--- src/rtl/slew_tick_pkg.sv ---
`timescale 1ns/1ps
package slew_tick_pkg;
    typedef enum logic [1:0] {
        ST_IDLE = 2'd0,
        ST_FAST = 2'd1,
        ST_SLOW = 2'd2
    } slew_state_e;

    typedef enum logic [1:0] {
        RATE_NOM  = 2'd0,
        RATE_FAST = 2'd1,
        RATE_SLOW = 2'd2
    } rate_e;
endpackage

--- src/rtl/slew_rate_regs.sv ---
`timescale 1ns/1ps
module slew_rate_regs #(
    parameter int INC_W     = 16,
    parameter int TICK_RST  = 10000,
    parameter int DELTA_RST = 5
) (
    input  logic             clk,
    input  logic             rst_n,
    input  logic             cfg_wr_i,
    input  logic [INC_W-1:0] cfg_tick_i,
    input  logic [INC_W-1:0] cfg_delta_i,
    output logic [INC_W-1:0] tick_o,
    output logic [INC_W-1:0] delta_o
);
    localparam int DELTA_RST_C = (DELTA_RST > TICK_RST) ? TICK_RST : DELTA_RST;
    localparam logic [INC_W-1:0] TICK_RST_V  = INC_W'(TICK_RST);
    localparam logic [INC_W-1:0] DELTA_RST_V = INC_W'(DELTA_RST_C);

    logic [INC_W-1:0] delta_clamped;

    // the slew delta may never exceed the nominal increment
    always_comb begin
        delta_clamped = (cfg_delta_i > cfg_tick_i) ? cfg_tick_i : cfg_delta_i;
    end

    always_ff @(posedge clk) begin
        if (!rst_n) begin
            tick_o  <= TICK_RST_V;
            delta_o <= DELTA_RST_V;
        end else if (cfg_wr_i) begin
            tick_o  <= cfg_tick_i;
            delta_o <= delta_clamped;
        end
    end
endmodule

--- src/rtl/slew_fsm.sv ---
`timescale 1ns/1ps
module slew_fsm
    import slew_tick_pkg::*;
#(
    parameter int INC_W = 16,
    parameter int ADJ_W = 32
) (
    input  logic             clk,
    input  logic             rst_n,
    input  logic             tick_i,
    input  logic             adj_i,
    input  logic [ADJ_W-1:0] adj_val_i,
    input  logic [INC_W-1:0] delta_i,
    output logic [INC_W-1:0] step_o,
    output rate_e            rate_o,
    output logic             busy_o,
    output logic             overrun_o
);
    slew_state_e      state_q, state_d;
    logic [ADJ_W-1:0] rem_q;
    logic [ADJ_W-1:0] adj_mag;
    logic [ADJ_W-1:0] delta_ext;
    logic             adj_neg;
    logic             last_step;
    logic             in_slew;

    always_comb begin
        adj_neg   = adj_val_i[ADJ_W-1];
        adj_mag   = adj_neg ? (~adj_val_i + 1'b1) : adj_val_i;
        delta_ext = ADJ_W'(delta_i);
        last_step = (rem_q <= delta_ext);
        step_o    = last_step ? rem_q[INC_W-1:0] : delta_i;
        in_slew   = (state_q != ST_IDLE);
    end

    // state register
    always_ff @(posedge clk) begin
        if (!rst_n) state_q <= ST_IDLE;
        else        state_q <= state_d;
    end

    // next state: REQ_POS, REQ_NEG, REQ_ZERO, ABSORB_DONE
    always_comb begin
        state_d = state_q;
        if (adj_i) begin
            if (adj_mag == '0)  state_d = ST_IDLE;   // REQ_ZERO
            else if (adj_neg)   state_d = ST_SLOW;   // REQ_NEG
            else                state_d = ST_FAST;   // REQ_POS
        end else begin
            unique case (state_q)
                ST_IDLE: state_d = ST_IDLE;
                ST_FAST,
                ST_SLOW: if (tick_i && last_step) state_d = ST_IDLE; // ABSORB_DONE
                default: state_d = ST_IDLE;
            endcase
        end
    end

    // remaining amount still to be absorbed
    always_ff @(posedge clk) begin
        if (!rst_n) begin
            rem_q <= '0;
        end else if (adj_i) begin
            rem_q <= adj_mag;
        end else if (tick_i && in_slew) begin
            rem_q <= rem_q - ADJ_W'(step_o);
        end
    end

    // sticky overrun
    always_ff @(posedge clk) begin
        if (!rst_n)                overrun_o <= 1'b0;
        else if (adj_i && in_slew) overrun_o <= 1'b1;
    end

    // outputs from state
    always_comb begin
        unique case (state_q)
            ST_FAST: begin rate_o = RATE_FAST; busy_o = 1'b1; end
            ST_SLOW: begin rate_o = RATE_SLOW; busy_o = 1'b1; end
            default: begin rate_o = RATE_NOM;  busy_o = 1'b0; end
        endcase
    end
endmodule

--- src/rtl/time_accum.sv ---
`timescale 1ns/1ps
module time_accum
    import slew_tick_pkg::*;
#(
    parameter int TIME_W = 64,
    parameter int INC_W  = 16
) (
    input  logic              clk,
    input  logic              rst_n,
    input  logic              tick_i,
    input  logic              set_i,
    input  logic [TIME_W-1:0] set_val_i,
    input  logic [INC_W-1:0]  tick_inc_i,
    input  logic [INC_W-1:0]  step_i,
    input  rate_e             rate_i,
    output logic [TIME_W-1:0] time_o
);
    localparam int SUM_W = INC_W + 1;

    logic [SUM_W-1:0] inc;

    always_comb begin
        unique case (rate_i)
            RATE_FAST: inc = {1'b0, tick_inc_i} + {1'b0, step_i};
            RATE_SLOW: inc = {1'b0, tick_inc_i} - {1'b0, step_i};
            default:   inc = {1'b0, tick_inc_i};
        endcase
    end

    always_ff @(posedge clk) begin
        if (!rst_n)      time_o <= '0;
        else if (set_i)  time_o <= set_val_i;
        else if (tick_i) time_o <= time_o + TIME_W'(inc);
    end
endmodule

--- src/rtl/slew_tick_acc.sv ---
`timescale 1ns/1ps
module slew_tick_acc
    import slew_tick_pkg::*;
#(
    parameter int TIME_W    = 64,
    parameter int INC_W     = 16,
    parameter int ADJ_W     = 32,
    parameter int TICK_RST  = 10000,
    parameter int DELTA_RST = 5
) (
    input  logic              clk,
    input  logic              rst_n,
    input  logic              tick_i,
    input  logic              set_i,
    input  logic [TIME_W-1:0] set_val_i,
    input  logic              adj_i,
    input  logic [ADJ_W-1:0]  adj_val_i,
    input  logic              cfg_wr_i,
    input  logic [INC_W-1:0]  cfg_tick_i,
    input  logic [INC_W-1:0]  cfg_delta_i,
    output logic [TIME_W-1:0] time_o,
    output logic              busy_o,
    output logic              overrun_o
);
    logic [INC_W-1:0] tick_q;
    logic [INC_W-1:0] delta_q;
    logic [INC_W-1:0] step;
    rate_e            rate;

    slew_rate_regs #(
        .INC_W(INC_W), .TICK_RST(TICK_RST), .DELTA_RST(DELTA_RST)
    ) regs_i (
        .clk(clk), .rst_n(rst_n), .cfg_wr_i(cfg_wr_i),
        .cfg_tick_i(cfg_tick_i), .cfg_delta_i(cfg_delta_i),
        .tick_o(tick_q), .delta_o(delta_q)
    );

    slew_fsm #(.INC_W(INC_W), .ADJ_W(ADJ_W)) fsm_i (
        .clk(clk), .rst_n(rst_n), .tick_i(tick_i),
        .adj_i(adj_i), .adj_val_i(adj_val_i), .delta_i(delta_q),
        .step_o(step), .rate_o(rate), .busy_o(busy_o), .overrun_o(overrun_o)
    );

    time_accum #(.TIME_W(TIME_W), .INC_W(INC_W)) acc_i (
        .clk(clk), .rst_n(rst_n), .tick_i(tick_i), .set_i(set_i),
        .set_val_i(set_val_i), .tick_inc_i(tick_q), .step_i(step),
        .rate_i(rate), .time_o(time_o)
    );
endmodule

--- config.mk ---
export PLATFORM = sky130hd
export DESIGN_NAME = slew_tick_acc
export DESIGN_NICKNAME = d
export VERILOG_FILES = /design/src/rtl/slew_tick_pkg.sv /design/src/rtl/slew_rate_regs.sv /design/src/rtl/slew_fsm.sv /design/src/rtl/time_accum.sv /design/src/rtl/slew_tick_acc.sv
export SDC_FILE = /design/constraint.sdc
export NUM_CORES = 1
export LEC_CHECK = 0
export BUFFER_PORTS_ARGS = -buffer_cell sky130_fd_sc_hd__buf_2
export CAP_MARGIN = 20
export CORE_MARGIN = 3
export CORE_UTILIZATION = 39
export CTS_CLUSTER_SIZE = 40
export DETAILED_ROUTE_END_ITERATION = 12
export PLACE_DENSITY = 0.59
export RECOVER_POWER = 25
export SYNTH_ARGS = -nofsm -noshare
export SYNTH_HDL_FRONTEND = slang
export SYNTH_HIERARCHICAL = 1
export SYNTH_SLANG_ARGS = --single-unit
--- constraint.sdc ---
create_clock -name clk -period 12.3 [get_ports clk]
set_input_delay 0.615 -clock clk [delete_from_list [all_inputs] [get_ports clk]]
set_output_delay 0.615 -clock clk [all_outputs]
set_load 0.05 [all_outputs]
==> summary.txt, run 1 <==
Status: complete, but fails checks
Failing checks: max-capacitance violations, max-slew violations
Die ar.: 0.0320 mm²
DRT antenna net count: 0
Largest net degree at the start of global routing: 86
XOR/XNOR Fraction of Synth Area: 9.45%
Avg Cell Area, Syn: 7.58 µm²
Flop2flop setup slack: 4.11 ns
Post-layout util: 46.1%
Post-Syn Nets: 1763
Worst path max stage delay: 0.72 ns
Clock sinks: 131
Worst Path Required: 12.58 ns
Vias in the first global route: 11200
Clk buf depth: 2
Root Driver: clkbuf_16
Reg2reg end: acc_i/time_o[59]
Resized Gates After CTS: 0
Hold_buf cts: 0
M3 GR Usage: 3.39%
Worst hold start: set_val_i[2]
Worst skew pair latency: 0.43 ns
Power Density: 122 mW/mm²
Vias: 12100
Top-count cell post-synth: nand2_1
Startpoint Class: register
Crit path kind: register to register
Largest area contributor in the netlist: dfxtp_1
Largest family of logic cells by synthesized area: compound AO/OA/AOI/OAI gates
1st-iter DRT viols: 1017
Multi-input gate area: 0.00836 mm²
Crit end category: register
Post-synthesis compound-gate area fraction: 26.3%
Synth top area cells: dfxtp_1 22%, ha_1 9.1%, o21ai_0 5.9%, a21oi_1 5.4%, xnor2_1 5.0%
Die X: 179 µm
Final setup fails: 0
Mapped Cells: 1541
Synth Cell Area: 0.0117 mm²
Hold Path Class: input port to register
CP dominant cell by count: ha_1
Arr. time, crit path: 8.47 ns
Setup TNS: 0 ns
Ys async rst share: 0%
Reg area: 0.00262 mm²
Initial antenna violation count: 0
Tcrit/Tclk final: 66.6%
FF+latch count, synth: 131
VDD IR max: 0.0902 mV
Share of cells above drive strength 1: 13.8%
Largest fanout on the critical path: 24
Initial DRT Pass Iterations: 6
# rows: 62
FMAX: 122 MHz
Global route hottest layer: met2
All-layer global routing usage: 22.8%
Nets: 1903
Post-CTS setup buffers: 0
Synth Warn #: 6
IO Pins: 200
Worst slew pin tran: 2.95 ns
Met2 global-route usage: 37.1%
Post-DP HPWL: 28500 µm
Via density: 5.82
Post-synthesis sequential area ratio: 22.5%
PortBufs: 199
Clock Skews: 0.0142 ns
Per-cell routed wire length: 18.1 µm
First-pass GRT wire length: 58800 µm
Pre-CTS setup slack: 4.31 ns
Clk pin slew, worst setup/hold paths: 0.07 ns
Commonest cells in the netlist: 139 x nand2_1, 138 x o21ai_0, 131 x dfxtp_1
Max_cap viols: 2
Std-Cell Core Area: 0.0291 mm²
Top-area cell type share of the netlist area: 22.5%
Post-synthesis mux area share: 2.86%
Fill cells: 2973
Post-synthesis cell type count: 91
TritonCTS clock tree: built
WHS Path Cells: 3
Worst Setup SP: regs_i/delta_o[12]
Post-route DRC: 0
Die Y: 179 µm
RSZ-0062 raised after global routing: false
Adder and majority gate portion of the synthesized area: 9.62%
Routability cong.: 0.911
Final Hold Viols: 0
Max Slew Vio Count: 110
Layout area overhead: 14.8%
H-Tree Depth: 4
R2r worst-path depth: 28
Worst setup margin: 4.11 ns
Pleak: 5.54 nW
GR met1 Demand/Resource: 30.8%
Hold endpoint: acc_i/time_o[2]
Num CTS Buffers: 17
FF-to-FF Start: regs_i/delta_o[12]
Post-synth EDFFs: 0
Post-Route WL: 37700 µm
Slew HR: -96.7%
Post-Synth Simple-Gate Area: 23.4%
Tmin final: 8.19 ns
GRT overflow: 0
Main flop type after synthesis: dfxtp_1
Initial core utilization: 40.1%
Slowest stage cell on the critical path: nor4b_1
## critical path: cells and delay by family, from the launching register on
family	cells	cell delay (ns)
compound gates	7	2.05
buf+inv	3	0.60
flops	1	0.39
mux	1	0.23
simple gates	12	3.48
xor+xnor	2	0.32
fa+ha+maj	3	0.97
## where the power goes
part           internal (mW)  switching [mW]  leakage, nW
registers              0.459          0.0449         1.09
logic                  0.219           0.370         4.15
clock network          0.322           0.217        0.297
## sequential cells by signal, indices dropped and copies added, names as in the netlist
name             cells
fsm_i/overrun_o      1
fsm_i/rem_q         32
acc_i/time_o        64
regs_i/delta_o      16
fsm_i/state_q        2
regs_i/tick_o       16
## routing by layer
metal  up-vias  share of wire, %  wire length (µm)
met5         -                 0                 0
met4         0               2.5               954
met3        61               6.2              2330
met2       431                46             17200
met1      5656                46             17200
li1       5949                 -                 -
## worst max path at each step
| stage | depth (start not counted) | to | slack (ns) |
|---|---|---|---|
| final | 28 | acc_i/time_o[59] | 4.11 |
| after detailed placement | 28 | acc_i/time_o[59] | 4.31 |
| after global placement | 29 | acc_i/time_o[29] | 4.52 |
| after CTS | 28 | acc_i/time_o[59] | 4.29 |
| after floorplan | 30 | acc_i/time_o[37] | 4.77 |
| after global routing | 29 | acc_i/time_o[41] | 3.47 |
## metrics by stage
stage          cell area (µm²)  hold slack, ns  cells  power [mW]
6_report                 13400           0.418   2079        1.63
5_1_grt                  13400           0.424   2078        1.73
4_1_cts                  13500           0.406   2078        1.64
3_5_place_dp             12900           0.461   2046        1.10
3_3_place_gp             12900           0.448   2046        1.09
2_1_floorplan            11700           0.436   1541       0.942
## cell usage in the layout, fill, tap and decap left out, types with 9 or more instances in the layout
master,Yosys,final
a211oi_1,26,26
a21o_1,12,12
a21oi_1,127,127
a311oi_1,24,24
a31oi_1,14,14
and3_1,18,18
buf_2,10,152
clkbuf_1,68,49
clkbuf_16,0,17
dfxtp_1,131,131
ha_1,85,85
inv_1,86,85
mux2i_1,30,30
nand2_1,139,139
nand2b_1,16,16
nand3_1,38,38
nand4_1,30,30
nor2_1,100,100
nor2b_1,29,29
nor3_1,46,46
nor4_1,26,26
o211ai_1,9,9
o21a_1,11,11
o21ai_0,138,138
o31ai_1,18,18
or3_1,16,16
or4_1,11,11
xnor2_1,67,67
xor2_1,59,59
## cell families after synthesis
group / Yosys count
AOI/OAI and AO/OA: 468
and+or+nand+nor: 521
adders and majority gates: 88
xor gates and xnor gates: 126
muxes: 33
buffers and inverters: 174
DFF: 131
## layout make-up
cell class | instances | share of cell area, %
Antenna cell | 1 | 0.0187
Clock inverter | 14 | 1.32
Tap cell | 384 | 3.59
Clock buffer | 18 | 3.20
Sequential cell | 131 | 19.6
Inverter | 87 | 2.44
Multi-Input combinational cell | 1236 | 62.4
Timing Repair Buffer | 208 | 7.47
Note: power is estimated with default switching activity, not from simulation.
==> run 2: changes to the inputs <==
--- a/config.mk
+++ b/config.mk
@@ -5,13 +5,14 @@
 export SDC_FILE = /design/constraint.sdc
 export NUM_CORES = 1
 export LEC_CHECK = 0
+export ABC_AREA = 1
 export BUFFER_PORTS_ARGS = -buffer_cell sky130_fd_sc_hd__buf_2
 export CAP_MARGIN = 20
 export CORE_MARGIN = 3
 export CORE_UTILIZATION = 39
 export CTS_CLUSTER_SIZE = 40
 export DETAILED_ROUTE_END_ITERATION = 12
-export PLACE_DENSITY = 0.59
+export PLACE_DENSITY = 0.58
 export RECOVER_POWER = 25
 export SYNTH_ARGS = -nofsm -noshare
 export SYNTH_HDL_FRONTEND = slang
==> constraint.sdc (replaced) <==
create_clock -name clk -period 8.1 [get_ports clk]
set_input_delay 0.405 -clock clk [delete_from_list [all_inputs] [get_ports clk]]
set_output_delay 0.405 -clock clk [all_outputs]
set_load 0.05 [all_outputs]
==> summary.txt, run 2 <==
Status: complete, but fails checks
Failing checks: max-capacitance violations, max-slew violations
Adder and majority gate portion of the synthesized area: 8.60%
FF+latch count, synth: 131
Die ar.: 0.0357 mm²
Post-synthesis compound-gate area fraction: 17.8%
Tot Pwr: 2.71 mW
Via density: 5.26
Slowest stage cell on the critical path: nand2_1
XOR/XNOR Fraction of Synth Area: 3.62%
Vias: 14600
Crit end category: register
FMAX: 138 MHz
Clk buf depth: 2
Multi-input gate area: 0.00890 mm²
Synth Warn #: 6
Tmin final: 7.24 ns
Largest register FFs: 64
Post-Synth Simple-Gate Area: 37.9%
Clk pin slew, worst setup/hold paths: 0.06 ns
RSZ-0062 raised after global routing: false
First-pass GRT wire length: 71200 µm
CP dominant cell by count: nand2_1
Worst slew pin tran: 1.67 ns
Ys async rst share: 0%
Routability cong.: 0.933
Initial DRT Pass Iterations: 5
Length of routed met3 wiring: 2260 µm
Synth Cell Area: 0.0131 mm²
Top-area cell type share of the netlist area: 20.1%
Area of placed instances: 0.0144 mm²
Worst hold slack: 0.228 ns
Crit path kind: register to register
Largest net degree at the start of global routing: 67
Top-count cell post-synth: nand2_1
Resized Gates After CTS: 0
Arr. time, crit path: 7.63 ns
Initial antenna violation count: 0
Clock Skews: 0.0143 ns
Biggest regs: acc_i/time_o (64), fsm_i/rem_q (32)
Final setup fails: 0
IO Pins: 200
Pleak: 7.38 nW
DRT antenna net count: 0
Largest area contributor in the netlist: dfxtp_1
Commonest non-fill, non-tap cell in the layout: nand2_1
Max Slew Vio Count: 71
Top Metal Used: met4
TritonCTS clock tree: built
Commonest cells in the netlist: 531 x nand2_1, 320 x inv_1, 184 x nand3_1
Startpoint Class: register
Die Y: 189 µm
Setup TNS: 0 ns
Hold_buf cts: 0
Share of cells above drive strength 1: 14.3%
Num CTS Buffers: 17
H-Tree Depth: 4
Nets: 2539
Hold Path Class: input port to register
Worst skew pair latency: 0.45 ns
Largest fanout on the critical path: 21
Post-synthesis mux area share: 0.0766%
Mapped Cells: 2155
Post-CTS setup buffers: 0
Post-route DRC: 0
Per-cell routed wire length: 16.1 µm
Pre-CTS setup slack: 1.01 ns
Post-DP HPWL: 35200 µm
GRT overflow: 0
1st-iter DRT viols: 950
Root Driver: clkbuf_16
Tcrit/Tclk final: 89.3%
Commonest non-fill, non-tap cells in the layout: 531 x nand2_1, 321 x inv_1, 184 x nand3_1
Std-Cell Core Area: 0.0328 mm²
Post-synthesis cell type count: 58
Delay-heaviest family, CP: simple AND/OR/NAND/NOR gates
Largest family of logic cells by synthesized area: simple AND/OR/NAND/NOR gates
Worst path max stage delay: 0.53 ns
Avg Cell Area, Syn: 6.06 µm²
# rows: 66
All-layer global routing usage: 24.5%
Post-layout instance area: 0.0150 mm²
Reg area: 0.00262 mm²
Antenna diodes: 0
Worst Path Required: 8.49 ns
Metal2 WL: 20600 µm
Post-synth EDFFs: 0
Bufs and invs on worst path: 3
Most flops, register: acc_i/time_o
Post-Route WL: 44600 µm
Synth top area cells: dfxtp_1 20%, nand2_1 15%, inv_1 9.2%, ha_1 8.1%, nand3_1 7.0%
Post-synthesis sequential area ratio: 20.1%
Slew HR: -11.4%
Final Hold Viols: 0
Post-Syn Nets: 2377
Power Density: 181 mW/mm²
Die X: 189 µm
Clock sinks: 131
VDD IR max: 0.159 mV
Fill cells: 3591
Main flop type after synthesis: dfxtp_1
Met1 Wirelength: 20700 µm
Max_cap viols: 2
Vias in the first global route: 13600
Initial core utilization: 39.8%
PortBufs: 199
Layout area overhead: 14.9%
Worst setup margin: 0.864 ns
[run 2: changes by cell type in the layout (fill, tap and decap cells not counted), sizes merged, moves of 24 or more]
| cell | delta |
|---|---|
| a211oi | -24 |
| o21ai | -25 |
| a22oi | +48 |
| nor2 | +76 |
| xor2 | -24 |
| nand3 | +154 |
| inv | +245 |
| xnor2 | -48 |
| nor2b | -29 |
| a311oi | -33 |
| nand2 | +430 |
| mux2i | -29 |
| a21oi | +62 |
[run 2: power breakdown]
group | switching (mW) | total, mW | internal (mW) | leakage [nW]
Sequential | 0.0751 | 0.774 | 0.699 | 1.08
Clock | 0.316 | 0.832 | 0.516 | 0.296
Combinational | 0.736 | 1.11 | 0.370 | 6.00
[run 2: final timing paths]
path                      start          endpoint  slack (ns)  cells after the start
max          regs_i/delta_o[13]  acc_i/time_o[56]        0.86                     36
min                set_val_i[7]   acc_i/time_o[7]        0.23                      3
min reg2reg     fsm_i/overrun_o   fsm_i/overrun_o        0.47                      2
max reg2reg  regs_i/delta_o[13]  acc_i/time_o[56]        0.86                     36
[run 2: cells by family after synthesis]
kind of cell | Yosys count
simple gates | 1072
compound gates | 408
buf+inv | 401
flops | 131
fa+ha+maj | 88
xor+xnor | 54
mux | 1
[run 2: worst min-delay path, cell delays in order]
cell,delay (ns)
buf_2,0.10
nand2_1,0.05
a31oi_1,0.07
[run 2: metrics by stage]
step	cells	util, %
after CTS	2772	45.9
after floorplan	2155	-
final	2772	45.8
after global placement	2738	43.9
after global routing	2772	45.8
after detailed placement	2740	44.0
[run 2: metal layers]
metal / vias up / track usage (%)
li1: 7404 / -
met2: 401 / 41.3
met5: - / 0
met1: 6702 / 32.7
met4: 0 / 7.53
met3: 60 / 3.22
[run 2: layout make-up]
type | count | area share, %
clock buffers | 24 | 3.28
well taps | 442 | 3.69
multi-input cells | 1623 | 59.3
repair buffers | 206 | 6.92
flip-flops and latches | 131 | 17.5
inverters | 338 | 8.47
clock inverters | 8 | 0.826
